==> config.mk <==
export PLATFORM = sky130hd
export DESIGN_NAME = swdh_engine
export DESIGN_NICKNAME = d
export VERILOG_FILES = /design/src/rtl/swdh_pkg.sv /design/src/rtl/swdh_hdr.sv /design/src/rtl/swdh_clkgen.sv /design/src/rtl/swdh_seq.sv /design/src/rtl/swdh_engine.sv
export SDC_FILE = /design/constraint.sdc
export NUM_CORES = 1
export LEC_CHECK = 0
export BUFFER_PORTS_ARGS = -buffer_cell sky130_fd_sc_hd__buf_2
export CORE_AREA = 2 2 113 115
export CTS_CLUSTER_SIZE = 12
export DETAILED_ROUTE_END_ITERATION = 10
export DIE_AREA = 0 0 115 117
export HOLD_SLACK_MARGIN = 0.02
export PLACE_DENSITY = 0.72
export SLEW_MARGIN = 20
export SYNTH_ARGS = -nofsm -noshare
export SYNTH_HDL_FRONTEND = slang
export SYNTH_SLANG_ARGS = --single-unit
==> constraint.sdc <==
create_clock -name clk -period 2.2 [get_ports clk]
set_input_delay 0.11 -clock clk [delete_from_list [all_inputs] [get_ports clk]]
set_output_delay 0.11 -clock clk [all_outputs]
set_load 0.01 [all_outputs]
==> src/rtl/swdh_pkg.sv <==
`timescale 1ns/1ps
package swdh_pkg;

   localparam int SWDH_HDR_BITS  = 8;
   localparam int SWDH_ACK_BITS  = 3;
   localparam int SWDH_WORD_BITS = 32;
   localparam logic [SWDH_ACK_BITS-1:0] SWDH_ACK_OK = 3'b001;

   // packet phases, one per framing segment on the wire
   typedef enum logic [3:0] {
      PH_IDLE,
      PH_HDR,
      PH_TRN_A,
      PH_ACK,
      PH_TRN_B,
      PH_WDAT,
      PH_WPAR,
      PH_RDAT,
      PH_RPAR,
      PH_TRN_C,
      PH_GAP
   } swdh_phase_e;

   // fields that enter the request header
   typedef struct packed {
      logic       ap;
      logic       rd;
      logic [1:0] addr;
   } swdh_hdr_req_t;

endpackage

==> src/rtl/swdh_hdr.sv <==
`timescale 1ns/1ps
module swdh_hdr
   import swdh_pkg::*;
(
   input  swdh_hdr_req_t              req,
   output logic [SWDH_HDR_BITS-1:0]   hdr
);

   logic par;

   // even parity over port select, direction and both address bits
   assign par = req.ap ^ req.rd ^ req.addr[0] ^ req.addr[1];

   // bit 0 leaves the wire first
   assign hdr = {1'b1,        // park
                 1'b0,        // stop
                 par,
                 req.addr[1],
                 req.addr[0],
                 req.rd,
                 req.ap,
                 1'b1};       // start

endmodule

==> src/rtl/swdh_clkgen.sv <==
`timescale 1ns/1ps
module swdh_clkgen #(
   parameter int CLK_DIV = 2
) (
   input  logic clk,
   input  logic rst_n,
   input  logic run,
   output logic swclk,
   output logic rise_now,
   output logic fall_now
);

   if (CLK_DIV < 1) begin : g_bad_div
      $error("swdh_clkgen: CLK_DIV must be at least 1");
   end

   logic swclk_q;
   logic wrap;

   generate
      if (CLK_DIV == 1) begin : g_fast
         // every system cycle is one half period
         assign wrap = run;
         always_ff @(posedge clk or negedge rst_n) begin
            if (!rst_n)       swclk_q <= 1'b0;
            else if (!run)    swclk_q <= 1'b0;
            else              swclk_q <= ~swclk_q;
         end
      end else begin : g_div
         localparam int CW = $clog2(CLK_DIV);
         localparam logic [CW-1:0] LAST = CW'(CLK_DIV - 1);
         logic [CW-1:0] cnt_q;
         assign wrap = run && (cnt_q == LAST);
         always_ff @(posedge clk or negedge rst_n) begin
            if (!rst_n) begin
               cnt_q   <= '0;
               swclk_q <= 1'b0;
            end else if (!run) begin
               cnt_q   <= '0;
               swclk_q <= 1'b0;
            end else if (wrap) begin
               cnt_q   <= '0;
               swclk_q <= ~swclk_q;
            end else begin
               cnt_q   <= cnt_q + 1'b1;
            end
         end
      end
   endgenerate

   assign swclk    = swclk_q;
   assign rise_now = wrap & ~swclk_q;
   assign fall_now = wrap &  swclk_q;

   AST_CLK_PARKED: assert property (@(posedge clk) disable iff (!rst_n)
      !run |=> !swclk);

endmodule

==> src/rtl/swdh_seq.sv <==
`timescale 1ns/1ps
module swdh_seq
   import swdh_pkg::*;
#(
   parameter int IDLE_CYCLES = 8
) (
   input  logic                       clk,
   input  logic                       rst_n,
   input  logic                       req_valid,
   input  logic                       req_rd,
   input  logic [SWDH_WORD_BITS-1:0]  req_wdata,
   input  logic [SWDH_HDR_BITS-1:0]   hdr,
   input  logic                       rise_now,
   input  logic                       fall_now,
   input  logic                       swdio_in,
   output logic                       busy,
   output logic                       done,
   output logic [SWDH_WORD_BITS-1:0]  rsp_rdata,
   output logic [SWDH_ACK_BITS-1:0]   rsp_ack,
   output logic                       rsp_ack_err,
   output logic                       rsp_par_err,
   output logic                       swdio_out,
   output logic                       swdio_oe
);

   if (IDLE_CYCLES < 0 || IDLE_CYCLES > 65535) begin : g_bad_idle
      $error("swdh_seq: IDLE_CYCLES out of range");
   end

   localparam int MAXLEN = (IDLE_CYCLES > SWDH_WORD_BITS) ? IDLE_CYCLES : SWDH_WORD_BITS;
   localparam int BCW    = $clog2(MAXLEN);
   localparam int TXW    = SWDH_HDR_BITS + SWDH_WORD_BITS;

   swdh_phase_e                 phase_q, phase_nx, tail_ph;
   logic [BCW-1:0]              bit_q, last_idx;
   logic [TXW-1:0]              tx_q;
   logic [SWDH_WORD_BITS-1:0]   rx_q, rdata_q;
   logic [SWDH_ACK_BITS-1:0]    ack_q;
   logic                        rd_q, wpar_q, ackerr_q, parerr_q, done_q;
   logic                        accept, bit_end;

   assign busy   = (phase_q != PH_IDLE);
   assign accept = req_valid && !busy;

   // phase after the last data-carrying segment: idle tail or straight to done
   generate
      if (IDLE_CYCLES > 0) begin : g_gap
         assign tail_ph = PH_GAP;
      end else begin : g_nogap
         assign tail_ph = PH_IDLE;
      end
   endgenerate

   // index of the final bit in the current phase
   always_comb begin
      case (phase_q)
         PH_HDR:           last_idx = BCW'(SWDH_HDR_BITS - 1);
         PH_ACK:           last_idx = BCW'(SWDH_ACK_BITS - 1);
         PH_WDAT, PH_RDAT: last_idx = BCW'(SWDH_WORD_BITS - 1);
         PH_GAP:           last_idx = BCW'(IDLE_CYCLES - 1);
         default:          last_idx = '0;
      endcase
   end

   assign bit_end = fall_now && (bit_q == last_idx);

   always_comb begin
      case (phase_q)
         PH_HDR:   phase_nx = PH_TRN_A;
         PH_TRN_A: phase_nx = PH_ACK;
         PH_ACK:   phase_nx = (ack_q != SWDH_ACK_OK) ? PH_TRN_C :
                              (rd_q ? PH_RDAT : PH_TRN_B);
         PH_TRN_B: phase_nx = PH_WDAT;
         PH_WDAT:  phase_nx = PH_WPAR;
         PH_WPAR:  phase_nx = tail_ph;
         PH_RDAT:  phase_nx = PH_RPAR;
         PH_RPAR:  phase_nx = PH_TRN_C;
         PH_TRN_C: phase_nx = tail_ph;
         default:  phase_nx = PH_IDLE;
      endcase
   end

   always_ff @(posedge clk or negedge rst_n) begin
      if (!rst_n) begin
         phase_q  <= PH_IDLE;
         bit_q    <= '0;
         tx_q     <= '0;
         rx_q     <= '0;
         rdata_q  <= '0;
         ack_q    <= '0;
         rd_q     <= 1'b0;
         wpar_q   <= 1'b0;
         ackerr_q <= 1'b0;
         parerr_q <= 1'b0;
         done_q   <= 1'b0;
      end else begin
         done_q <= 1'b0;
         if (accept) begin
            phase_q  <= PH_HDR;
            bit_q    <= '0;
            tx_q     <= {req_wdata, hdr};
            wpar_q   <= ^req_wdata;
            rd_q     <= req_rd;
            ack_q    <= '0;
            rx_q     <= '0;
            rdata_q  <= '0;
            ackerr_q <= 1'b0;
            parerr_q <= 1'b0;
         end else begin
            if (rise_now) begin
               case (phase_q)
                  PH_ACK:  ack_q <= {swdio_in, ack_q[SWDH_ACK_BITS-1:1]};
                  PH_RDAT: rx_q  <= {swdio_in, rx_q[SWDH_WORD_BITS-1:1]};
                  PH_RPAR: begin
                     rdata_q  <= rx_q;
                     parerr_q <= swdio_in ^ (^rx_q);
                  end
                  default: ;
               endcase
            end
            if (fall_now) begin
               if (phase_q == PH_HDR || phase_q == PH_WDAT)
                  tx_q <= tx_q >> 1;
               if (bit_end) begin
                  bit_q   <= '0;
                  phase_q <= phase_nx;
                  if (phase_q == PH_ACK)
                     ackerr_q <= (ack_q != SWDH_ACK_OK);
                  if (phase_nx == PH_IDLE)
                     done_q <= 1'b1;
               end else begin
                  bit_q <= bit_q + 1'b1;
               end
            end
         end
      end
   end

   // line drive: host owns the line in header, write data, write parity and idle
   always_comb begin
      case (phase_q)
         PH_HDR, PH_WDAT: begin swdio_out = tx_q[0]; swdio_oe = 1'b1; end
         PH_WPAR:         begin swdio_out = wpar_q;  swdio_oe = 1'b1; end
         PH_IDLE, PH_GAP: begin swdio_out = 1'b0;    swdio_oe = 1'b1; end
         default:         begin swdio_out = 1'b0;    swdio_oe = 1'b0; end
      endcase
   end

   assign done        = done_q;
   assign rsp_rdata   = rdata_q;
   assign rsp_ack     = ack_q;
   assign rsp_ack_err = ackerr_q;
   assign rsp_par_err = parerr_q;

   AST_DATA_AFTER_OK: assert property (@(posedge clk) disable iff (!rst_n)
      (phase_q == PH_WDAT || phase_q == PH_RDAT) |-> (ack_q == SWDH_ACK_OK));
   AST_DONE_PULSE: assert property (@(posedge clk) disable iff (!rst_n)
      done |=> !done);
   AST_DONE_IDLE: assert property (@(posedge clk) disable iff (!rst_n)
      done |-> !busy);
   AST_ACCEPT_BUSY: assert property (@(posedge clk) disable iff (!rst_n)
      (req_valid && !busy) |=> busy);
   AST_PARERR_READ: assert property (@(posedge clk) disable iff (!rst_n)
      rsp_par_err |-> rd_q);

endmodule

==> src/rtl/swdh_engine.sv <==
`timescale 1ns/1ps
module swdh_engine
   import swdh_pkg::*;
#(
   parameter int CLK_DIV     = 2,
   parameter int IDLE_CYCLES = 8
) (
   input  logic         clk,
   input  logic         rst_n,
   input  logic         req_valid,
   input  logic         req_ap,
   input  logic         req_rd,
   input  logic [1:0]   req_addr,
   input  logic [31:0]  req_wdata,
   output logic         busy,
   output logic         done,
   output logic [31:0]  rsp_rdata,
   output logic [2:0]   rsp_ack,
   output logic         rsp_ack_err,
   output logic         rsp_par_err,
   output logic         swclk,
   output logic         swdio_out,
   output logic         swdio_oe,
   input  logic         swdio_in
);

   swdh_hdr_req_t             hreq;
   logic [SWDH_HDR_BITS-1:0]  hdr;
   logic                      rise_now, fall_now;

   assign hreq = '{ap: req_ap, rd: req_rd, addr: req_addr};

   swdh_hdr u_hdr (
      .req (hreq),
      .hdr (hdr)
   );

   swdh_clkgen #(.CLK_DIV(CLK_DIV)) u_clkgen (
      .clk      (clk),
      .rst_n    (rst_n),
      .run      (busy),
      .swclk    (swclk),
      .rise_now (rise_now),
      .fall_now (fall_now)
   );

   swdh_seq #(.IDLE_CYCLES(IDLE_CYCLES)) u_seq (
      .clk         (clk),
      .rst_n       (rst_n),
      .req_valid   (req_valid),
      .req_rd      (req_rd),
      .req_wdata   (req_wdata),
      .hdr         (hdr),
      .rise_now    (rise_now),
      .fall_now    (fall_now),
      .swdio_in    (swdio_in),
      .busy        (busy),
      .done        (done),
      .rsp_rdata   (rsp_rdata),
      .rsp_ack     (rsp_ack),
      .rsp_ack_err (rsp_ack_err),
      .rsp_par_err (rsp_par_err),
      .swdio_out   (swdio_out),
      .swdio_oe    (swdio_oe)
   );

   AST_LINE_STABLE_HIGH: assert property (@(posedge clk) disable iff (!rst_n)
      swclk |-> ($stable(swdio_out) && $stable(swdio_oe)));
   AST_CLK_LOW_IDLE: assert property (@(posedge clk) disable iff (!rst_n)
      !busy |-> !swclk);

endmodule

Word-level counts from Yosys, hierarchy flattened
Index checks and enable logic that the tools add are counted.
Word-level totals
  word-level logic and storage cells: 102
  input bits: 40
  flip-flop bits (word level): 123
  output and inout port bits: 42
Operators by class
  muxes and demuxes: 39
  bitwise operators: 7
  $add $sub $neg: 2
  reductions and logical operators: 28
  equality and inequality tests: 13
Operators by type and width (number)
  two-way mux 32 bit: 6
  two-way mux 40 bit: 3
  XOR reduction 32 bit: 2
  one-hot mux 4 bit (8 select lines): 1
  equality test 4 x 3 -> 1 bit (second input constant): 4
  two-way mux 1 bit: 16
  two-way mux 4 bit: 4
  two-way mux 5 bit: 3
  one-hot mux 5 bit (3 select lines): 1
  nonzero test 2 bit: 7
  equality test 4 bit (second input constant): 3
  AND reduction 2 bit: 5
  two-way mux 3 bit: 3
  equality test 4 x 2 -> 1 bit (second input constant): 2
  logical NOT 4 bit: 2
  OR reduction 2 bit: 4
  adder 5 x 1 -> 5 bit (second input constant): 1
  equality test 5 bit: 1
  OR reduction 5 bit: 1
  equality test 4 x 1 -> 1 bit (second input constant): 1
  nonzero test 4 bit: 1
  bitwise XOR 1 bit: 4
  logical AND 1 bit: 3
  inequality test 3 x 1 -> 1 bit (second input constant): 1
  other kinds (9): 10

Depth between registers and ports, before layout
  depth after elaboration: 8
  depth in mapped cells: 9
  gate-level depth less buffers: 6

By module
A second synthesis with hierarchy kept.
Unflattened totals
  cells, all modules: 659
  area, all modules: 6100.9 µm²
By module, submodules not included
  swdh_seq: instances 1, area an instance 5918.2 µm², cells each 638, seq. area each 3027.9 µm²
  swdh_hdr: instances 1, area an instance 93.8 µm², cells each 13, seq. area each 0.0 µm²
  swdh_clkgen: instances 1, area an instance 88.8 µm², cells each 8, seq. area each 50.0 µm²

Worst setup path before layout
No wires, ideal clock.
  path kind: flip-flop to flip-flop
  start: register u_seq.phase_q[1]
  end: register u_seq.phase_q[1]
  cell stages (with the launch flop): 9
  data required time: 2.067 ns
  path slack: 0.207 ns
  setup time: 0.133 ns
  arrival time: 1.859 ns
  path buffers: 2
  clock period less this slack: 1.993 ns
  cells stage by stage: dfrtp_1 -> buf_2 -> or3b_1 -> a21oi_1 -> o211ai_1 -> a211o_1 -> buf_2 -> o21ai_0 -> o31ai_1
Between the ends
  cells in the longest elaborated chain, start to end: 7
  elaborated cells on any way between the ends: 28
  classes of those cells: eq/ne: 11; mux: 5; bitwise: 1; reduce/logical: 11
Ends and longest elaborated chain
  start, declared: line swdh_seq.sv:34  | swdh_phase_e phase_q, phase_nx, tail_ph;
  start signal, assigned: line swdh_seq.sv:126  | phase_q <= phase_nx;
  equality test 4 bit, or another cell as far along: line swdh_seq.sv:56  | case (phase_q)
  OR reduction 2 bit (on tied branches)
  one-hot mux 5 bit (3 select lines): line swdh_seq.sv:56
  equality test 5 bit: line swdh_seq.sv:65  | assign bit_end = fall_now && (bit_q == last_idx);
  logical AND 1 bit: line swdh_seq.sv:65
  nonzero test 2 bit (no source line)
  AND reduction 2 bit (no source line)
Several ways; a longest one is shown, not always the timed one. The select of a mux whose other input is x is not followed.
A chain may end at the register's enable or synchronous reset.

Worst setup path after layout
  start: register u_seq.phase_q[1]
  end: register u_seq.ackerr_q, in the netlist u_seq.rsp_ack_err
Between the ends
  cells in the longest elaborated chain, start to end: 7
  elaborated cells on any way between the ends: 20
  classes of those cells: eq/ne: 6; mux: 2; bitwise: 1; reduce/logical: 11
Ends and longest elaborated chain
  equality test 4 bit, or another cell as far along: line swdh_seq.sv:56
  OR reduction 2 bit (on tied branches)
  one-hot mux 5 bit (3 select lines): line swdh_seq.sv:56
  equality test 5 bit: line swdh_seq.sv:65
  logical AND 1 bit: line swdh_seq.sv:65
  nonzero test 2 bit (no source line)
  AND reduction 3 bit (no source line)
  end signal, assigned: line swdh_seq.sv:128  | ackerr_q <= (ack_q != SWDH_ACK_OK);
  end, declared: line swdh_seq.sv:39  | logic rd_q, wpar_q, ackerr_q, parerr_q, done_q;
Several ways; a longest one is shown, not always the timed one.

==> impl_metrics.ini <==
[run_status]
outcome = finished, final reports clean

[global_routing]
grt_pass1_wl_mm = 22.7
antenna_found_initial = 0
grt_usage_pct = 21.5
global_route.overflow_total = 0
grt_start_max_net_pins = 54
grt_pass1_vias = 4828

[timing]
post-route-min-period_ns = 2.10
period_share_pct = 95.5
setup_viol = 0
worst_pin_slew_ns = 0.703
hold_viol = 0
hold-worst-slack_ns = 0.123
finClkSkew_ns = 0.0106
setup_tns_ns = 0
fmax_ghz = 0.476
rsz0062_at_grt = false
timing.final.ws_setup_ns = 0.0997
drv_slew = 0
slew_headroom_pct = 53.1

[logic_synthesis]
yosysMostFrequentCell = nand2_1
avgSynthCellArea_um2 = 9.24
netlist.area_leader.share_pct = 51.5
yosys_warnings = 0
yosysTopAreaCell = dfrtp_1
syn_inst = 647
synthTopCellsByArea = dfrtp_1 51%, nand2_1 11%, xnor2_1 8.5%, mux2i_1 6.5%, a21oi_1 6.4%
netlist_area_um2 = 5980
synth-edff-count = 0
synth_cell_types = 41
synth_flop_cell = dfrtp_1
ys_seq_elements = 123
seq_area_frac_synth_pct = 51.5
synth_nets = 688
synth_commonest_cells = 183 x nand2_1, 123 x dfrtp_1, 76 x a21oi_1, 58 x xnor2_1, 46 x o21ai_0
async_reset_ff_share_pct = 100

[place]
gp_congestion = 0.831
portBuffers = 81
dp_hpwl_mm = 8.85
placed_cell_area_um2 = 6670
dp_slack_ns = 0.0519
dp.cells = 860

[final_layout]
antenna_cells = 0
stdcell_count = 929
fin_area_um2 = 7620
syn2layout_area_growth_pct = 27.5
nNetsFinal = 808
drive_above_1_share_pct = 18.2

[pwr]
power.leakage_nw = 3.62
peakVddDrop_mv = 0.671
p_per_area_nw_per_um2 = 1390

[die]
rows = 41
initial_core_util_pct = 48.5
core_um2 = 12300
die_area_um2 = 13500
die-width_um = 115
ios = 82
die_y_um = 117

[detailed_routing]
wire_per_inst_um = 14.7
wirelength_mm = 13.6
drt-vias-per-instance = 5.28
dr.pass1.iters = 7
vias = 4904
drc = 0
drt_iter0_markers = 376
ant_nets = 0

[clocking]
htreeDepth = 4
clock-sinks = 123
clkTransAtPathRegs_ns = 0.05
numCtsBuffers = 17
post_cts_buffers = 0
clock_latency_ns = 0.42
cts_tree = yes
cts.path.max_buffers = 2
root_buffer = clkbuf_16

[worst_setup_path]
worst_setup_path_start_kind = flop
arrival_ns = 2.39
cp_data_required_time_ns = 2.49
r2r-start = u_seq.phase_q[1]$_DFFE_PN0P_
endpoint_kind = flop
critPathLaunch = u_seq.phase_q[1]$_DFFE_PN0P_
cp_max_fo = 8
crit_type = reg -> reg

[flow_run]
cap_viol_max_count = 0

[hold_path]
hold_path.startpoint = req_valid
hold_class = in -> reg
registers in the layout, summed over array words and instances (netlist names), 3 cells and up:
name             count
u_seq.tx_q          40
u_seq.bit_q          5
u_seq.rsp_ack        3
u_seq.rsp_rdata     32
u_seq.phase_q        4
u_seq.rx_q          32
repair_timing:
action                                 4_1_cts  5_1_grt
setup endpoints to repair                    0        6
gates resized for setup                      0        3
hold buffers                                38        0
endpoints found under the hold margin       88        0
logic make-up (layout without fill, tap and decap cells):
kind of cell	count (synthesis)	after routing	share of synthesized area, %
DFF	123	123	51.5
and+or+nand+nor	232	232	16.2
buffers and inverters	49	181	3.27
muxes	39	39	6.53
AOI/OAI and AO/OA	136	136	12.2
xor gates and xnor gates	67	67	10.0
adders and majority gates	1	1	0.209
final cells by class:
class | count | area, um^2
Clock buffer | 24 | 472
Inverter | 5 | 18.8
Clock inverter | 7 | 91.3
Sequential cell | 123 | 3080
Fill cell | 992 | 4690
Tap cell | 150 | 188
Multi-Input combinational cell | 475 | 2720
Timing Repair Buffer | 145 | 1060
report_power, final:
part	leakage, nW	internal [mW]	switching [mW]
logic	1.75	2.06	1.97
registers	1.60	3.20	0.738
clock network	0.274	1.71	0.943
metrics by stage:
step                power, mW  util [%]
floorplan                6.74         -
global placement         7.74      54.2
detailed placement       7.93      54.2
CTS                      10.7      61.9
global route             11.4      61.9
finish                   10.6      61.9
cell usage in the layout (no fill, tap or decap), types with 3 or more instances in the layout:
cell type	count
a21oi_1	75
and3_1	3
buf_12	6
buf_2	80
buf_4	21
clkbuf_1	5
clkbuf_16	17
clkinv_2	3
dfrtp_1	122
dlygate4sd3_1	38
inv_1	5
mux2i_1	39
nand2_1	183
nand3_1	14
nor2_1	13
nor3_1	5
o21ai_0	46
xnor2_1	58
xor2_1	8
final timing paths:
path                                                       to  slack [ns]  depth (start not counted)
worst max-delay path            u_seq.rsp_ack_err$_DFFE_PN0P_         0.1                          6
min in group asynchronous          u_seq.tx_q[35]$_DFFE_PN0P_        0.29                          2
worst min-delay path               u_seq.bit_q[2]$_DFFE_PN0P_        0.12                          4
worst min register to register      u_seq.tx_q[0]$_DFFE_PN0P_        0.51                          2
worst max register to register  u_seq.rsp_ack_err$_DFFE_PN0P_         0.1                          6
max in group asynchronous           u_seq.rx_q[2]$_DFFE_PN0P_        1.18                          3
critical path, stage by stage, from the launching register on:
cell,delay [ns]
dfrtp_1,0.43
or3b_1,0.42
a21oi_2,0.18
o211ai_1,0.11
a211o_2,0.38
buf_4,0.18
o221a_2,0.29
metal layers:
metal  share of wire [%]  global-route usage (%)  up-vias  wire, um
met5                   0                       0        -         0
met4                 2.0                    9.96        0       273
met3                 3.5                    4.74       19       474
met2                  51                    36.0      100      6950
met1                  44                    26.7     2387      5930
li1                    -                       -     2398         -
(Power assumes the default switching activity.)
